<file path="src/rtl/ext_irq_pkg.sv">
package ext_irq_pkg;
  typedef enum logic [1:0] {
    SENSE_RISE = 2'b00,
    SENSE_FALL = 2'b01,
    SENSE_HIGH = 2'b10,
    SENSE_LOW  = 2'b11
  } sense_e;
endpackage

</file>
<file path="src/rtl/ext_irq_sync.sv">
module ext_irq_sync (
  input  logic clk_i,
  input  logic rst_ni,
  input  logic d_i,
  output logic q_o
);
  logic s1_q, s2_q;

  always_ff @(posedge clk_i or negedge rst_ni) begin
    if (!rst_ni) begin
      s1_q <= 1'b0;
      s2_q <= 1'b0;
    end else begin
      s1_q <= d_i;
      s2_q <= s1_q;
    end
  end

  assign q_o = s2_q;
endmodule

</file>
<file path="src/rtl/ext_irq_qual.sv">
module ext_irq_qual #(
  parameter int unsigned W_LO = 4,
  parameter int unsigned W_HI = 4
) (
  input  logic clk_i,
  input  logic rst_ni,
  input  logic sync_i,
  input  logic long_i,
  output logic flt_o
);
  localparam int unsigned CW = $clog2(W_HI + 1);
  localparam logic [CW-1:0] LIM_LO = CW'(W_LO - 1);
  localparam logic [CW-1:0] LIM_HI = CW'(W_HI - 1);

  logic [CW-1:0] cnt_q, lim;
  logic          flt_q;

  assign lim = long_i ? LIM_HI : LIM_LO;

  // filtered level moves only after W consecutive differing samples
  always_ff @(posedge clk_i or negedge rst_ni) begin
    if (!rst_ni) begin
      cnt_q <= '0;
      flt_q <= 1'b0;
    end else if (sync_i == flt_q) begin
      cnt_q <= '0;
    end else if (cnt_q >= lim) begin
      cnt_q <= '0;
      flt_q <= sync_i;
    end else begin
      cnt_q <= cnt_q + 1'b1;
    end
  end

  assign flt_o = flt_q;
endmodule

</file>
<file path="src/rtl/ext_irq_detect.sv">
module ext_irq_detect
  import ext_irq_pkg::*;
(
  input  logic       clk_i,
  input  logic       rst_ni,
  input  logic       flt_i,
  input  logic       flt_d_i,
  input  logic [1:0] sense_i,
  input  logic       sup_i,
  input  logic       ack_i,
  output logic       pend_o
);
  logic lvl_en, rise, fall, hit, pend_q;

  assign lvl_en = sense_i[1];
  assign rise   = flt_i & ~flt_d_i;
  assign fall   = ~flt_i & flt_d_i;
  assign hit    = ~sup_i & ((sense_i == SENSE_RISE & rise) |
                            (sense_i == SENSE_FALL & fall));

  // new event wins over a same-cycle acknowledge
  always_ff @(posedge clk_i or negedge rst_ni) begin
    if (!rst_ni)     pend_q <= 1'b0;
    else if (lvl_en) pend_q <= 1'b0;
    else             pend_q <= (pend_q & ~ack_i) | hit;
  end

  assign pend_o = lvl_en ? (flt_i ^ sense_i[0]) : pend_q;
endmodule

</file>
<file path="src/rtl/ext_irq_cond.sv">
module ext_irq_cond
  import ext_irq_pkg::*;
#(
  parameter int unsigned NUM_ESEL = 4,
  parameter int unsigned NUM_PAIR = 2,
  parameter int unsigned FAST_W   = 4,
  parameter int unsigned MID_W    = 8,
  parameter int unsigned SLOW_W   = 128,
  localparam int unsigned IDX_PAIR = 2 + NUM_ESEL,
  localparam int unsigned NSRC     = IDX_PAIR + 2 * NUM_PAIR
) (
  input  logic                  clk_i,
  input  logic                  rst_ni,
  input  logic                  nmi_i,
  input  logic                  lvl_pin_i,
  input  logic [NUM_ESEL-1:0]   esel_pin_i,
  input  logic [2*NUM_PAIR-1:0] pair_pin_i,
  input  logic                  nmi_rise_i,
  input  logic [1:0]            lvl_mode_i,
  input  logic [NUM_ESEL-1:0]   esel_fall_i,
  input  logic [NUM_PAIR-1:0]   pair_fall_i,
  input  logic                  pair_slow_i,
  input  logic [NSRC-1:0]       ack_i,
  output logic [NSRC-1:0]       pend_o
);
  logic [NSRC-1:0]       pin_raw, sync_s, flt_s, flt_d_q;
  logic [NSRC-1:0][1:0]  sense_s, sense_q;

  assign pin_raw = {pair_pin_i, esel_pin_i, lvl_pin_i, nmi_i};

  always_comb begin
    sense_s[0] = nmi_rise_i ? SENSE_RISE : SENSE_FALL;
    sense_s[1] = lvl_mode_i;
    for (int i = 0; i < NUM_ESEL; i++)
      sense_s[2+i] = esel_fall_i[i] ? SENSE_FALL : SENSE_RISE;
    for (int j = 0; j < NUM_PAIR; j++) begin
      sense_s[IDX_PAIR+2*j]   = pair_fall_i[j] ? SENSE_FALL : SENSE_RISE;
      sense_s[IDX_PAIR+2*j+1] = SENSE_RISE;
    end
  end

  always_ff @(posedge clk_i or negedge rst_ni) begin
    if (!rst_ni) begin
      sense_q <= '0;
      flt_d_q <= '0;
    end else begin
      sense_q <= sense_s;
      flt_d_q <= flt_s;
    end
  end

  for (genvar k = 0; k < NSRC; k++) begin : g_src
    localparam bit          IS_PAIR = (k >= IDX_PAIR);
    localparam int unsigned QLO     = IS_PAIR ? MID_W  : FAST_W;
    localparam int unsigned QHI     = IS_PAIR ? SLOW_W : FAST_W;

    logic long_sel;
    assign long_sel = IS_PAIR & pair_slow_i;

    ext_irq_sync u_sync (
      .clk_i (clk_i),
      .rst_ni(rst_ni),
      .d_i   (pin_raw[k]),
      .q_o   (sync_s[k])
    );

    ext_irq_qual #(.W_LO(QLO), .W_HI(QHI)) u_qual (
      .clk_i (clk_i),
      .rst_ni(rst_ni),
      .sync_i(sync_s[k]),
      .long_i(long_sel),
      .flt_o (flt_s[k])
    );

    ext_irq_detect u_det (
      .clk_i  (clk_i),
      .rst_ni (rst_ni),
      .flt_i  (flt_s[k]),
      .flt_d_i(flt_d_q[k]),
      .sense_i(sense_s[k]),
      .sup_i  (sense_s[k] != sense_q[k]),
      .ack_i  (ack_i[k]),
      .pend_o (pend_o[k])
    );
  end
endmodule

</file>
<file path="config.mk">
export PLATFORM = sky130hd
export DESIGN_NAME = ext_irq_cond
export DESIGN_NICKNAME = d
export VERILOG_FILES = /design/src/rtl/ext_irq_pkg.sv /design/src/rtl/ext_irq_sync.sv /design/src/rtl/ext_irq_qual.sv /design/src/rtl/ext_irq_detect.sv /design/src/rtl/ext_irq_cond.sv
export SDC_FILE = /design/constraint.sdc
export NUM_CORES = 1
export LEC_CHECK = 0
export BUFFER_PORTS_ARGS = -buffer_cell sky130_fd_sc_hd__buf_2
export CAP_MARGIN = 10
export CORE_MARGIN = 2
export CORE_UTILIZATION = 63
export DETAILED_ROUTE_END_ITERATION = 10
export PLACE_DENSITY_LB_ADDON = 0.05
export SLEW_MARGIN = 20
export SYNTH_ARGS = -nofsm -noshare
export SYNTH_HDL_FRONTEND = slang
export SYNTH_SLANG_ARGS = --single-unit
export TNS_END_PERCENT = 10
</file>
<file path="constraint.sdc">
create_clock -name clk_i -period 3.4 [get_ports clk_i]
set_input_delay 0.17 -clock clk_i [delete_from_list [all_inputs] [get_ports clk_i]]
set_output_delay 0.17 -clock clk_i [all_outputs]
set_load 0.01 [all_outputs]
</file>
==> run_results.csv, run 1 <==
group,metric,value,unit
setup_path,cp_data_required_time,3.64,ns
logic_synthesis,netlist_top_cells_count,"dfrtp_1 (109), nor2_1 (47), ha_1 (32)",
timing,grt_setup_unrepaired,"no",
finish,drive_above_1_share,0.164,
floorplan,fp.dieW,88.6,um
finish,multi_input_area,1590,um2
logic_synthesis,syn_area,4500,um2
timing,maxSlewViolCount,0,
power_and_ir_drop,powerDensity,552,nW/um2
timing,fmax,530,MHz
logic_synthesis,synth_cell_types,31,
logic_synthesis,ys_seq_elements,109,
power_and_ir_drop,seqPwrFrac,0.571,
setup_path,end_kind,"flip-flop",
timing,min_period,1.89,ns
cts,htreeDepth,3,
worst_hold_path,hold_class,"in2reg",
logic_synthesis,avgSynthCellArea,12.2,um2
setup_path,start_kind,"flip-flop",
route,drt_iter0_markers,113,
timing,tns,0,ns
logic_synthesis,ys_seq_area_frac,0.606,
finish,fin_area,5240,um2
route,drtPass1Iterations,4,
power_and_ir_drop,intPower,2060,uW
global_route,grt_pass1_vias,2955,
cts,clockBufferDepth,2,
logic_synthesis,yosys_warnings,0,
power_and_ir_drop,pwr-share-clk,0.246,
logic_synthesis,synth_edf_count,0,
cts,insertion_delay,0.36,ns
global_route,grt_pass1_wl,12800,um
place,dp_slack,1.33,ns
cts,cts-root-buf,"clkbuf_8",
cts,ctsResizeCount,0,
cts,cts_sinks,109,
logic_synthesis,synthCells,368,
global_route,grt-ovfl-total,0,
floorplan,initial_core_util,0.656,
cts,cts_tree,"done",
power_and_ir_drop,total_power,2890,uW
timing,setup_viol,0,
status,status,"finished, final reports clean",
timing,relSlewSlack,0.645,
route,drt_wl_total,7150,um
route,vias_per_cell,5.26,
floorplan,io_pins,42,
cts,clkTransAtPathRegs,0.09,ns
timing,fin_ws,1.51,ns
global_route,grt_usage,0.211,
logic_synthesis,async_flop_share,1.00,
global_route,grt_max_degree,46,
route,post-route-drc-count,0,
finish,synthToLayoutAreaGrowth,16.3,%
power_and_ir_drop,p_leak,0.00263,uW
finish,fillers,458,
timing,holdWs,0.0111,ns
logic_synthesis,yosys-top-cells-area,"dfrtp_1 (61%), ha_1 (8.9%), xor2_1 (4.1%), nor2_1 (3.9%), inv_1 (2.5%)",
timing,period_share,0.555,
route,num_vias,2844,
power_and_ir_drop,power.share.switching,0.286,
place,place_area,4770,um2
floorplan,die_height,88.6,um
setup_path,critical_path_class,"reg2reg",
finish,final_nets,504,
finish,diodes,0,
finish,seqCellArea,2730,um2
setup_path,worstPathArrival,2.13,ns
route,postRouteAntennaNets,0,
route,wire_per_inst,13.2,um
floorplan,placementRows,30,
logic_synthesis,yosysMostFrequentCell,"dfrtp_1",
place,routabilityCongestion,0.805,
power_and_ir_drop,p_switching,828,uW
run,cap_viol_max_count,0,
place,port_buffers,41,
logic_synthesis,synth_top_area_cell,"dfrtp_1",
floorplan,fp.dieArea,7840,um2
power_and_ir_drop,comb_power_share,0.182,
floorplan,core-area,6870,um2
power_and_ir_drop,irDropWorstVdd,350,uV
timing,finalHoldViolations,0,
place,dp_hpwl,4780,um
timing,clock_skew,0.00899,ns
logic_synthesis,synth_top_area_share,0.606,
cts,cts_buffers,9,
logic_synthesis,syn-num-nets,432,
global_route,antenna_found_initial,0,
timing,worstMarginPinSlew,0.533,ns
logic_synthesis,synthFlopType,"dfrtp_1",
setup_path,worst-path-max-fanout,5,
## power groups by stage
stage	combinational, uW	sequential [uW]	clock, uW
floorplan	403	1640	0
global placement	484	1660	0
detailed placement	507	1680	0
CTS	536	1650	742
global route	620	1680	801
finish	527	1650	712
## cells by family (layout without fill, tap and decap cells)
kind of cell    Yosys count  in the layout  share of synthesized area
flops                   109            109                      0.606
simple gates            109            109                      0.122
buf+inv                  40            117                     0.0417
compound gates           37             37                     0.0569
fa+ha+maj                32             32                     0.0889
xor+xnor                 31             31                     0.0603
mux                      10             10                     0.0250
## area by class of cell
class / instances / share of cell area
clock buffer: 11 / 0.0270
clock inverter: 5 / 0.00836
inverter: 30 / 0.0215
multi-input combinational: 219 / 0.303
sequential: 109 / 0.521
tap: 96 / 0.0229
timing repair buffer: 71 / 0.0960
## registers in the layout (all words and copies together) (netlist names)
signal / cells
g_src.u_qual.flt_o: 10
g_src.u_det.pend_q: 10
sense_q: 9
g_src.u_sync.q_o: 10
g_src.u_sync.s1_q: 10
flt_d_q: 10
g_src.u_qual.cnt_q: 50
## worst paths after layout
check                                                    from                                end  slack (ns)  depth (start not counted)
min in group asynchronous                              rst_ni    g_src[5].u_det.pend_q$_DFF_PN0_        0.32                          2
hold reg to reg                g_src[7].u_sync.s1_q$_DFF_PN0_      g_src[7].u_sync.q_o$_DFF_PN0_        0.36                          0
setup / recovery           g_src[9].u_qual.cnt_q[3]$_DFF_PN0_  g_src[9].u_qual.flt_o$_DFFE_PN0P_        1.51                          5
max in group asynchronous                              rst_ni              sense_q[12]$_DFF_PN0_        2.24                          3
setup reg to reg           g_src[9].u_qual.cnt_q[3]$_DFF_PN0_  g_src[9].u_qual.flt_o$_DFFE_PN0P_        1.51                          5
hold / removal                                       ack_i[9]    g_src[9].u_det.pend_q$_DFF_PN0_        0.01                          2
## what timing repair did
| action | 4_1_cts | 5_1_grt |
|---|---|---|
| buffers inserted | 0 | 0 |
| hold endpoints to repair | 70 | 1 |
| hold buffers | 27 | 1 |
## cell usage in the layout, fill, tap and decap left out, types with 3 or more instances in the layout
cell type and count:
inv_1 30, dfrtp_1 109, ha_1 32, nor2_1 47
xor2_1 21, xnor2_1 10, nor3_1 3, mux2_2 9
a41oi_1 7, a21o_1 4, nand4_1 8, o21ai_0 7
a31o_2 3, buf_2 40, nand3_1 13, clkbuf_8 10
and3_1 11, a31oi_1 5, a211oi_1 6, dlygate4sd3_1 28
nor4_1 6, a21oi_1 3, nand2_1 11, buf_4 3
## stage by stage
stage / cells / utilization
after floorplan: 368 / -
after global placement: 497 / 0.695
after detailed placement: 497 / 0.695
after CTS: 540 / 0.761
after global routing: 541 / 0.762
final: 541 / 0.762
## worst max-delay path, stage by stage (launching register included)
cell and delay, ns:
dfrtp_1 0.44, ha_1 0.30, a31oi_1 0.08, or4b_4 0.54, nand3_2 0.08, mux2_1 0.32
## per-layer routing
metal	global-route usage	vias up	routed length, um
li1	-	1410	-
met1	0.253	1384	3160
met2	0.372	41	3640
met3	0.0616	9	236
met4	0.0620	0	112
met5	0	-	0
Power figures use the tool's default switching activity.
==> run 2, diff against run 1 <==
- ABC_AREA: not set -> 1
- CORE_UTILIZATION: 63 -> 59
- clock period: 3.4 -> 1.74 ns (I/O delays scaled with it)
==> run_results.csv, run 2 <==
group,metric,value,unit
status,status,"finished, final reports clean",
logic_synthesis,avgSynthCellArea,9.90,um2
place,port_buffers,41,
power_and_ir_drop,seqPwrFrac,0.568,
finish,regMostFlops,"g_src.u_qual.cnt_q",
timing,fmax,698,MHz
setup_path,start_kind,"flip-flop",
route,num_vias,3245,
logic_synthesis,synth_cell_types,23,
logic_synthesis,syn_area,4830,um2
timing,finalHoldViolations,0,
logic_synthesis,ys_seq_elements,109,
route,drtPass1Iterations,4,
power_and_ir_drop,p_switching,1670,uW
cts,insertion_delay,0.36,ns
logic_synthesis,synthCells,488,
finish,synthToLayoutAreaGrowth,16.3,%
finish,fillers,639,
power_and_ir_drop,pwr-share-clk,0.242,
timing,period_share,0.824,
finish,fin_area,5620,um2
finish,mostFrequentLayoutCell,"dfrtp_1",
setup_path,worstPathArrival,1.73,ns
cts,ctsResizeCount,0,
cts,cts_tree,"done",
power_and_ir_drop,powerDensity,992,nW/um2
power_and_ir_drop,power.share.switching,0.300,
floorplan,fp.dieW,94.5,um
logic_synthesis,async_flop_share,1.00,
floorplan,die_height,94.5,um
power_and_ir_drop,p_leak,0.00282,uW
finish,largest_reg_flops,50,
finish,final_nets,627,
global_route,grt_pass1_wl,13400,um
timing,relSlewSlack,0.750,
cts,clockBufferDepth,2,
floorplan,fp.dieArea,8930,um2
route,wire_per_inst,11.2,um
cts,htreeDepth,3,
finish,final_cell_mix,"dfrtp_1 (109), nand2_1 (100), nor2_1 (79)",
global_route,antenna_found_initial,0,
logic_synthesis,synth_fa_ha_area_frac,0.0828,
floorplan,placementRows,33,
timing,setup_viol,0,
place,routabilityCongestion,0.798,
logic_synthesis,yosys-top-cells-area,"dfrtp_1 (56%), ha_1 (8.3%), nand2_1 (7.8%), nor2_1 (6.1%), inv_1 (4.3%)",
setup_path,worst-path-max-fanout,8,
power_and_ir_drop,irDropWorstVdd,502,uV
route,drt_wl_total,7560,um
logic_synthesis,synth-xor-area-share,0.0417,
route,drt_iter0_markers,135,
setup_path,end_kind,"flip-flop",
logic_synthesis,synth_mux_area_frac,0,
finish,seqCellArea,2730,um2
timing,maxSlewViolCount,0,
setup_path,reg2regPathDepth,6,
timing,grt_setup_unrepaired,"no",
floorplan,initial_core_util,0.597,
finish,multi_input_area,1820,um2
logic_synthesis,synth_top_area_cell,"dfrtp_1",
cts,clkTransAtPathRegs,0.10,ns
finish,diodes,0,
global_route,grt_pass1_vias,3233,
route,vias_per_cell,4.82,
worst_hold_path,hold_class,"in2async",
run,cap_viol_max_count,0,
floorplan,io_pins,42,
logic_synthesis,syn-num-nets,552,
place,dp_hpwl,5190,um
setup_path,critical_path_class,"reg2reg",
logic_synthesis,synth_compound_area_frac,0.0443,
timing,min_period,1.43,ns
floorplan,core-area,8090,um2
power_and_ir_drop,comb_power_share,0.191,
cts,cts_sinks,109,
route,post-route-drc-count,0,
logic_synthesis,netlist_top_cells_count,"dfrtp_1 (109), nand2_1 (100), nor2_1 (79)",
logic_synthesis,synthFlopType,"dfrtp_1",
logic_synthesis,synthSimpleGateAreaFrac,0.208,
logic_synthesis,yosys_warnings,0,
timing,worstMarginPinSlew,0.375,ns
timing,tns,0,ns
logic_synthesis,yosysMostFrequentCell,"dfrtp_1",
place,place_area,5140,um2
cts,postCtsHoldBufs,30,
logic_synthesis,synth_top_area_share,0.564,
global_route,grt_max_degree,74,
cts,cts-root-buf,"clkbuf_8",
logic_synthesis,synth_edf_count,0,
global_route,grt-ovfl-total,0,
global_route,grt_usage,0.189,
logic_synthesis,synth_top_family_by_area,"simple AND/OR/NAND/NOR gates",
cts,cts_setup_buffers,0,
timing,clock_skew,0.00587,ns
finish,drive_above_1_share,0.129,
setup_path,cp_data_required_time,2.03,ns
cts,cts_buffers,9,
logic_synthesis,ys_seq_area_frac,0.564,
power_and_ir_drop,intPower,3900,uW
route,postRouteAntennaNets,0,
==> run 2: worst paths after layout <==
check | slack [ns] | start | end
max in group asynchronous | 1.15 | rst_ni | g_src[4].u_det.pend_q$_DFF_PN0_
setup / recovery | 0.31 | g_src[7].u_qual.cnt_q[5]$_DFF_PN0_ | g_src[7].u_qual.cnt_q[5]$_DFF_PN0_
hold reg to reg | 0.36 | g_src[9].u_sync.s1_q$_DFF_PN0_ | g_src[9].u_sync.q_o$_DFF_PN0_
min in group clk_i | 0.36 | g_src[9].u_sync.s1_q$_DFF_PN0_ | g_src[9].u_sync.q_o$_DFF_PN0_
hold / removal | 0.24 | rst_ni | g_src[0].u_det.pend_q$_DFF_PN0_
setup reg to reg | 0.31 | g_src[7].u_qual.cnt_q[5]$_DFF_PN0_ | g_src[7].u_qual.cnt_q[5]$_DFF_PN0_
==> run 2: critical path, stage by stage (launching register included) <==
cell and delay, ns:
dfrtp_1 0.45, ha_1 0.31, nand2_1 0.08, nand2_1 0.08
a21oi_4 0.14, nand3_2 0.17, nor2_1 0.14
==> run 2: power groups by stage <==
stage,combinational (uW),sequential [uW],clock [uW]
final,1060,3160,1350
after global routing,1270,3220,1520
after CTS,1090,3170,1410
after detailed placement,1030,3220,0
after global placement,980,3200,0
after floorplan,791,3160,0
==> run 2: cell families after synthesis <==
logic type / count (synthesis)
XOR/XNOR: 23
flip-flops: 109
AO/OA/AOI/OAI: 28
adder cells (fa/ha/maj): 32
AND/OR/NAND/NOR: 230
buffers and inverters: 66
==> run 2: stage by stage <==
stage	hold slack (ns)	cells	setup WS (ns)	total power (uW)	util
after floorplan	-0.209	488	0.460	3950	-
after global placement	0.0772	627	0.334	4180	0.636
after detailed placement	0.0766	627	0.293	4240	0.636
after CTS	0.231	673	0.284	5670	0.694
after global routing	0.243	673	0.167	6010	0.694
final	0.236	673	0.307	5570	0.694
==> run 2: area by class of cell <==
cell class | instances | area share
clock buffer | 9 | 0.0220
clock inverter | 7 | 0.00913
inverter | 56 | 0.0374
multi-input combinational | 313 | 0.324
sequential | 109 | 0.485
tap | 105 | 0.0234
timing repair buffer | 74 | 0.0988
==> run 2: routing by layer <==
layer,up-vias,routed length (um),GRT usage
met4,0,78,0.0543
li1,1693,-,-
met5,-,0,0
met2,41,3640,0.329
met3,7,218,0.0487
met1,1504,3630,0.235
